<file path="config.mk">
export PLATFORM = sky130hd
export DESIGN_NAME = pkt_buf_alloc
export DESIGN_NICKNAME = d
export VERILOG_FILES = /design/src/rtl/pkt_buf_alloc.sv
export SDC_FILE = /design/constraint.sdc
export NUM_CORES = 2
export LEC_CHECK = 0
export BUFFER_PORTS_ARGS = -buffer_cell sky130_fd_sc_hd__buf_2
export CORE_ASPECT_RATIO = 1.4
export CORE_MARGIN = 4
export CORE_UTILIZATION = 45
export CTS_CLUSTER_DIAMETER = 60
export DETAILED_ROUTE_END_ITERATION = 8
export PLACE_DENSITY = 0.64
export SETUP_SLACK_MARGIN = 0.1
export SYNTH_ARGS = -nofsm -noshare
export SYNTH_HDL_FRONTEND = slang
export SYNTH_SLANG_ARGS = --single-unit
</file>
<file path="constraint.sdc">
create_clock -name clk -period 10.8 [get_ports clk]
set_input_delay 2.16 -clock clk [delete_from_list [all_inputs] [get_ports clk]]
set_output_delay 2.16 -clock clk [all_outputs]
set_load 0.01 [all_outputs]
</file>
<file path="src/rtl/pkt_buf_alloc.sv">
module pkt_buf_alloc #(
  parameter int NPORTS = 16,
  parameter int GRP = 8,
  parameter int NODES = 256,
  localparam int PRIV = NPORTS * GRP,
  localparam int SH = NODES - PRIV,
  localparam int IW = $clog2(NODES),
  localparam int PW = $clog2(NPORTS),
  localparam int GW = $clog2(GRP),
  localparam int CW = $clog2(SH + 1)
) (
  input  logic              clk,
  input  logic              rst_n,
  input  logic              init,
  input  logic [NPORTS-1:0] alloc_req,
  output logic [NPORTS-1:0] alloc_gnt,
  output logic [IW-1:0]     alloc_idx,
  input  logic              rel_vld,
  input  logic [IW-1:0]     rel_idx,
  output logic [CW-1:0]     shared_free,
  output logic              exhausted
);

  logic [NPORTS-1:0][GRP-1:0] pmap;
  logic [IW-1:0] head [2];
  logic [CW-1:0] cnt [2];
  logic [IW-1:0] nxt [NODES];
  logic [PW-1:0] rr, win;
  logic [GW-1:0] pbit;
  logic [NPORTS-1:0] priv_any, elig;
  logic win_vld, last_b, sel_b, sh_avail, use_priv;
  logic [1:0] pop, push;

  always_comb
    for (int p = 0; p < NPORTS; p++) priv_any[p] = |pmap[p];

  assign sh_avail = (cnt[0] != '0) || (cnt[1] != '0);
  assign elig = alloc_req & (priv_any | {NPORTS{sh_avail}});
  assign exhausted = !sh_avail && |(alloc_req & ~priv_any);
  assign shared_free = cnt[0] + cnt[1];

  always_comb begin
    win = '0;
    win_vld = 1'b0;
    for (int k = 0; k < NPORTS; k++)
      if (!win_vld && elig[(int'(rr) + k) % NPORTS]) begin
        win_vld = 1'b1;
        win = PW'((int'(rr) + k) % NPORTS);
      end
  end

  always_comb begin
    pbit = '0;
    for (int b = GRP - 1; b >= 0; b--)
      if (pmap[win][b]) pbit = GW'(b);
  end

  assign use_priv = priv_any[win];
  assign sel_b = (cnt[0] != '0 && cnt[1] != '0) ? ~last_b : (cnt[1] != '0);

  assign alloc_gnt = win_vld ? (NPORTS'(1) << win) : '0;
  assign alloc_idx = !win_vld ? '0 : use_priv ? IW'({win, pbit}) : head[sel_b];

  always_comb
    for (int b = 0; b < 2; b++) begin
      pop[b]  = win_vld && !use_priv && (sel_b == b[0]);
      push[b] = rel_vld && (int'(rel_idx) >= PRIV) && (rel_idx[0] == b[0]);
    end

  always_ff @(posedge clk) begin
    if (!rst_n || init) begin
      for (int p = 0; p < NPORTS; p++) pmap[p] <= '1;
      for (int i = PRIV; i < NODES; i++) nxt[i] <= IW'(i + 2);
      head[0] <= IW'(PRIV);
      head[1] <= IW'(PRIV + 1);
      cnt[0] <= CW'(SH / 2);
      cnt[1] <= CW'(SH / 2);
      rr <= '0;
      last_b <= 1'b1;
    end else begin
      if (win_vld) begin
        rr <= PW'((int'(win) + 1) % NPORTS);
        if (use_priv) pmap[win][pbit] <= 1'b0;
        else last_b <= sel_b;
      end
      if (rel_vld && int'(rel_idx) < PRIV)
        pmap[rel_idx[GW+:PW]][rel_idx[GW-1:0]] <= 1'b1;
      for (int b = 0; b < 2; b++) begin
        if (push[b]) begin
          head[b] <= rel_idx;
          nxt[rel_idx] <= pop[b] ? nxt[head[b]] : head[b];
        end else if (pop[b]) begin
          head[b] <= nxt[head[b]];
        end
        cnt[b] <= cnt[b] + CW'(push[b]) - CW'(pop[b]);
      end
    end
  end

endmodule

</file>
# After elaboration in Yosys (flattened, before gate mapping)
# Memory sizes are Yosys's and may differ from the RTL's.
# Index checks and enable logic that the tools add are counted.
# Widths: inputs -> output; s select.
word_totals:
  n_memories: 3
  output_inout_bits: 33
  in_bits: 28
  mem_bits_rw: 2080
  elab_cells: 322
  ff_bits: 133
op_classes:
  n_shift: 1
  n_reduce_logical: 84
  bitwise_logic: 33
  n_lt_le_gt_ge: 26
  add_sub_neg: 21
  mux: 136
memory_table:
  columns: ["memory", "words", "width", "rd", "rd_clocked_by_memory_dff", "write_ports", "line_no", "text"]
  rows:
  - ["nxt", 256, 8, 2, 0, 128, "27", "logic [IW-1:0] nxt [NODES];"]
  - ["cnt", 2, 8, 2, 0, 2, "26", "logic [CW-1:0] cnt [2];"]
  - ["head", 2, 8, 3, 0, 2, "25", "logic [IW-1:0] head [2];"]
ops:
  columns: ["operator", "count"]
  rows:
  - ["$mux 128", 4]
  - ["$reduce_or 8->1", 17]
  - ["$and 128x128->128", 1]
  - ["$mux 8", 16]
  - ["$not 128->128", 1]
  - ["$or 128x128->128", 1]
  - ["$lt 5x6->1 const B", 15]
  - ["$mux 1", 69]
  - ["$bmux 1 s4", 17]
  - ["$demux 8 s4", 2]
  - ["$mux 4", 16]
  - ["$reduce_or 4->1", 15]
  - ["$add 4x4->4 const B", 8]
  - ["$and 16x16->16", 2]
  - ["$bmux 8 s4", 1]
  - ["$logic_and 1x1->1", 28]
  - ["$mux 3", 8]
  - ["$logic_not 1->1", 18]
  - ["$add 4x3->4 const B", 4]
  - ["$add 8x1->8", 2]
  - ["$mux 16", 1]
  - ["$not 16->16", 1]
  - ["$or 16x16->16", 1]
  - ["$reduce_bool 8->1", 2]
  - ["other kinds (18)", 51]

# Logic depth before layout (Yosys ltp)
logic_depth:
  word_depth: 75
  ltp_mapped: 39
  mapped_depth_nobuf: 31

# Least setup slack after synthesis
# No wires, ideal clock.
synth_path:
  kind: "register to output"
  start: "register rr[1]"
  end: "output port alloc_idx[0]"
  path_buffers: 9
  stages_incl_launch_ff: 26
  t_required_ns: 8.640
  setup_slack_ns: 1.744
  arrival_ns: 6.896
  cell_sequence: "dfxtp_1 -> buf_2 -> inv_1 -> buf_1 -> clkbuf_1 -> ha_1 -> inv_1 -> clkbuf_1 -> clkbuf_1 -> mux4_2 -> mux2_2 -> mux2i_1 -> a21oi_1 -> o311ai_0 -> a2bb2oi_1 -> a32oi_1 -> buf_4 -> buf_4 -> buf_4 -> mux4_2 -> a22o_1 -> o211ai_1 -> a221oi_1 -> a211oi_1 -> buf_2 -> o32ai_1"
synth_via:
  elab_chain_cells: 60
  elab_cells_between_ends: 138
  classes_between: "add/sub (15); mux (93); reduce/logical (30)"
synth_rtl:
  columns: ["element", "line_no", "text"]
  rows:
  - ["start, declared", "28", "logic [PW-1:0] rr, win;"]
  - ["start signal, assigned", "82", "rr <= PW'((int'(win) + 1) % NPORTS);"]
  - ["$add 4x1->4 or $bmux 1 s4 (tied branches)", "46, 48", null]
  - ["$bmux 1 s4 or $mux 1 (tied branches)", "46", "if (!win_vld && elig[(int'(rr) + k) % NPORTS]) begin"]
  - ["$mux 1 (not written as such)", "46", null]
  - ["$mux 1 (not written as such) or $logic_not 1->1 (tied branches)", "46", null]
  - ["$logic_and 1x1->1", "46", null]
  - ["$mux 1", "46", null]
  - ["$logic_not 1->1", "46", null]
  - ["$logic_and 1x1->1", "46", null]
  - ["[37 not listed]", null, null]
  - ["$logic_not 1->1", "46", null]
  - ["$logic_and 1x1->1", "46", null]
  - ["$mux 4", "46", null]
  - ["$bmux 8 s4", "55", "if (pmap[win][b]) pbit = GW'(b);"]
  - ["$mux 8 (not written as such)", "55", null]
  - ["$mux 3 (8 in a row)", "55", null]
  - ["$mux 8", "62", "assign alloc_idx = !win_vld ? '0 : use_priv ? IW'({win, pbit}) : head[sel_b];"]
  - ["$mux 8 *", "62", null]
  - ["end, declared", "17", "output logic [IW-1:0] alloc_idx,"]
# Mark *: on every way between the ends. The rest lies on a longest branch, timed or not. The select of a mux whose other input is x is not followed.

# Worst setup path in the final report
layout_path:
  start: "input port alloc_req[13]"
  end: "output port alloc_idx[0]"
layout_via:
  elab_chain_cells: 61
  elab_cells_between_ends: 124
  classes_between: "mux (93); bitwise (1); reduce/logical (30)"
layout_rtl:
  columns: ["element", "line_no", "text"]
  rows:
  - ["start, declared", "15", "input logic [NPORTS-1:0] alloc_req,"]
  - ["$and 16x16->16 *", "38", "assign elig = alloc_req & (priv_any | {NPORTS{sh_avail}});"]
  - ["$bmux 1 s4", "46", null]
  - ["$mux 1 (not written as such)", "46", null]
  - ["$mux 1", "46", null]
  - ["$logic_not 1->1", "46", null]
  - ["$logic_and 1x1->1", "46", null]
  - ["$mux 1", "46", null]
  - ["$logic_not 1->1", "46", null]
  - ["[38 not listed]", null, null]
  - ["$logic_not 1->1", "46", null]
  - ["$logic_and 1x1->1", "46", null]
  - ["$mux 4", "46", null]
  - ["$bmux 8 s4", "55", null]
  - ["$mux 8 (not written as such)", "55", null]
  - ["$mux 3 (8 in a row)", "55", null]
  - ["$mux 8", "62", null]
  - ["$mux 8 *", "62", null]
# Marked as above.

==> results_tabular.tex <==
\begin{tabular}{lr}
\hline
Metric & Value \\
\hline
\multicolumn{2}{l}{\textbf{Route}} \\
Mean routed wirelength per cell & 29.4 µm \\
Final wirelength & 333 mm \\
Total iterations of the first detailed-routing run & 6 \\
1st-iter DRT viols & 8364 \\
Count of vias placed by the detailed router & 69800 \\
Post-route DRC violation count & 0 \\
Via density per instance & 6.17 \\
Routed Antenna Nets & 0 \\
\multicolumn{2}{l}{\textbf{Setup path}} \\
CP bufs+invs & 5 \\
Largest delay contributor family on the critical path & compound AO/OA/AOI/OAI gates \\
Reg2reg start & pmap[96]\$\_SDFF\_PP1\_ \\
Critical path data required time & 8640 ps \\
RR Endpoint & nxt[69][2]\$\_DFFE\_PP\_ \\
Sort of element at the start of the critical path & primary input \\
Largest incremental delay on the critical path & 740 ps \\
Worst setup slack for register-to-register paths & 2000 ps \\
R2R depth & 21 \\
Crit Path Max Fanout & 13 \\
Cell-by-cell trace of the critical path & buf\_2 -> inv\_1 -> a21oi\_1 -> a211o\_1 -> nand4\_1 -> o22ai\_1 -> a21oi\_1 -> o311ai\_0 -> a2bb2oi\_1 -> a32oi\_4 -> buf\_4 -> mux4\_2 -> a22oi\_1 -> nand2\_1 -> a221oi\_1 -> a211oi\_4 -> o32ai\_1 -> buf\_4 -> buf\_2 \\
Kind of capture point of the worst setup path & primary output \\
Crit path arrival time & 8120 ps \\
Kind of critical path & primary input to primary output \\
Crit-path slowest cell & a21oi\_1 \\
\multicolumn{2}{l}{\textbf{STA}} \\
Max Clock Freq & 0.0973 GHz \\
Worst hold slack & 483 ps \\
Count of final setup violators & 0 \\
Final WS setup & 524 ps \\
Min cycle time layout & 10280 ps \\
RSZ-0062 raised after global routing & false \\
Max-slew violations & 0 \\
Final worst clock skew & 76.8 ps \\
Setup Total Neg Slack & 0 ps \\
Fin. Hold Viols & 0 \\
Worst slew pin tran & 1320 ps \\
Worst relative slew slack & 10.9\% \\
Crit share post-route & 95.2\% \\
\multicolumn{2}{l}{\textbf{CTS}} \\
Sink count of the clock tree & 2213 \\
Buffers from clock root to sink, at most & 4 \\
Clock transition at the register clock pins on the worst setup and hold paths after CTS & 60 ps \\
Max H-tree Level & 4 \\
CTS tree & done \\
Root buffer cell & clkbuf\_16 \\
Clock latency on the worst-skew pair & 900 ps \\
Count of hold buffers inserted by post-cts repair & 0 \\
Number of buffers inserted during clock tree synthesis & 217 \\
\multicolumn{2}{l}{\textbf{Logic synthesis}} \\
Main combinational cell family by area after synthesis & multiplexers \\
Yosys top cell by area & edfxtp\_1 \\
Count of cell types in the netlist & 95 \\
Mux contribution to synthesized area & 28.6\% \\
Post-synthesis simple-gate area fraction & 7.07\% \\
Fraction of the mapped netlist area in adder cells & 0.518\% \\
Part of the Yosys area used for sequential elements & 57.5\% \\
Fraction of the mapped netlist area in compound gates & 3.45\% \\
Yosys top cell area share & 54.8\% \\
Cell area after synthesis & 113000 µm² \\
Leading cell types by total area after synthesis & edfxtp\_1 (55\%), mux4\_2 (28\%), nand2\_1 (3.2\%) \\
Yosys Warn Count & 0 \\
Dominant synthesized flop cell & edfxtp\_1 \\
Average instance area after synthesis & 16.3 µm² \\
Synthesized flop and latch total & 2213 \\
Number of instances in the synthesized netlist & 6936 \\
EDFF count, synth & 2064 \\
Post-synthesis share of cell area spent on xor and xnor gates & 0.248\% \\
Share of synthesized registers carrying an async set or reset & 0\% \\
\multicolumn{2}{l}{\textbf{Job}} \\
Maximum Capacitance Violations & 0 \\
\multicolumn{2}{l}{\textbf{Layout}} \\
Final Net Count & 7924 \\
Final non-filler cell total & 11300 \\
Area growth from synthesis to final layout & 12.7\% \\
Fraction of layout instances using a drive strength above 1 & 25.3\% \\
\multicolumn{2}{l}{\textbf{Floorplanning}} \\
Std cell rows & 217 \\
Standard cell core area & 250000 µm² \\
Die Width & 432 µm \\
Die Span Y & 601 µm \\
Initial cell density of the core & 45.3\% \\
Die Outline Area & 259000 µm² \\
Number of ports placed on the die boundary & 61 \\
\multicolumn{2}{l}{\textbf{Place}} \\
Count of input and output buffers & 60 \\
Pre-CTS worst setup slack & 615 ps \\
Detailed placer's ending HPWL & 218 mm \\
RePlAce Congestion & 0.933 \\
Cells after DPL & 10900 \\
\multicolumn{2}{l}{\textbf{GRT}} \\
First-pass GRT wire length & 485 mm \\
Number of global-route vias before repair & 71800 \\
Number of antenna violations at the first check in global routing & 10 \\
Total congestion overflow after global routing & 0 \\
Overall track demand over capacity in global routing & 25.5\% \\
Largest net degree at the start of global routing & 129 \\
\multicolumn{2}{l}{\textbf{Worst hold path}} \\
Hold WC Path Type & flip-flop to flip-flop \\
Hold path startpoint & pmap[62]\$\_SDFF\_PP1\_ \\
Endpoint, Worst Hold & pmap[62]\$\_SDFF\_PP1\_ \\
Hold path cells & 2 \\
\multicolumn{2}{l}{\textbf{Pwr}} \\
Static Leakage & 40.5 nW \\
Total power density per cell area & 275 nW/µm² \\
Maximum vdd ir drop & 323 µV \\
\multicolumn{2}{l}{\textbf{Status}} \\
Outcome & completed \\
\hline
\end{tabular}
-- power breakdown --
group / internal (mW) / total, mW / switching, mW
Combinational: 5.68 / 14.2 / 8.50
Clock: 4.25 / 7.53 / 3.28
Sequential: 12.5 / 13.3 / 0.881
Total: 22.4 / 35.1 / 12.7
-- how the worst max path moves through the flow --
stage	startpoint	endpoint	slack (ps)	cells past startpoint
finish	alloc_req[13]	alloc_idx[0]	520	19
global route	cnt[0][14]$_SDFF_PP1_	alloc_idx[0]	120	22
CTS	cnt[0][6]$_SDFF_PP1_	alloc_idx[0]	300	21
detailed placement	alloc_req[15]	alloc_idx[0]	620	19
global placement	alloc_req[15]	alloc_idx[0]	500	19
floorplan	rr[1]$_SDFFE_PP0N_	alloc_idx[0]	1740	25
-- cells in the final DEF (no fill, tap or decap), types with 60 or more instances in the layout --
master     synthesis  final
a21oi_1          119    119
buf_2             73     60
buf_4             29    163
clkbuf_16          0    223
conb_1             1   1024
dfxtp_1          149    149
edfxtp_1        2064   2064
inv_1             60     60
mux4_2          1409   1409
nand2_1          978    978
nor2_1           710    706
o211ai_1          77     77
o21ai_0           99     97
o31ai_1           71     71
-- metal layers --
layer	GRT usage (%)	vias up	wire, µm
li1	-	28900	-
met1	29.8	36200	110000
met2	43.2	3690	169000
met3	4.92	984	28500
met4	16.4	2	25400
met5	0	-	11
-- cell usage after synthesis, types with 7 or more instances --
library cell,instances
mux4_2,1409
xnor2_1,21
clkbuf_1,307
a22o_1,14
a22oi_1,19
buf_4,29
buf_1,117
o311ai_0,8
or2_2,11
buf_2,73
o211ai_1,77
inv_2,11
and3_1,20
nand2b_1,9
nand3_1,59
a21oi_1,119
a21boi_1,11
o21ai_0,99
o21ai_1,7
a221oi_1,9
inv_1,60
mux2_2,13
buf_6,47
a31oi_1,10
o211a_1,12
nand2_1,978
o31ai_1,71
ha_1,42
nor4_1,38
dfxtp_1,149
mux2i_1,40
nor3_1,42
a21o_1,9
nand4_1,12
a211o_1,7
and2_1,33
nor2b_1,15
edfxtp_1,2064
xor2_1,11
o21bai_1,10
a211oi_1,23
nor2_1,710
-- metrics by stage --
stage / instance area (µm²) / total power, mW / util (%)
CTS: 127000 / 35.2 / 51.0
detailed placement: 120000 / 27.7 / 48.2
global route: 127000 / 36.5 / 51.0
finish: 127000 / 35.1 / 51.0
global placement: 120000 / 27.3 / 48.2
floorplan: 117000 / 22.9 / -
-- registers in the layout, indices dropped and copies added (netlist names) --
signal / count
nxt: 2048
pmap: 128
cnt: 16
head: 16
last_b: 1
rr: 4
-- final cells by class --
cell class / instances / area (µm²)
diodes: 13 / 32.5
clock buffers: 276 / 5800
clock inverters: 104 / 1040
fillers: 20800 / 122000
inverters: 74 / 278
multi-input cells: 5099 / 49200
flip-flops and latches: 2213 / 65000
well taps: 3285 / 4110
repair buffers: 246 / 1980
-- cell families after synthesis --
kind of cell    after synthesis
xor+xnor                     32
other cells                   1
flops                      2213
fa+ha+maj                    45
buf+inv                     647
compound gates              572
mux                        1467
simple gates               1959
-- timing repair --
action | 4_1_cts | 5_1_grt
gates resized for setup | 0 | 6
setup buffers | 0 | 3
setup endpoints to repair | 0 | 5
-- tightest hold or removal path, cell delays in order (launching register included) --
cell and delay, ps:
dfxtp_1 320, o31ai_1 60, nand2_1 50
Note: power is estimated with default switching activity, not from simulation.
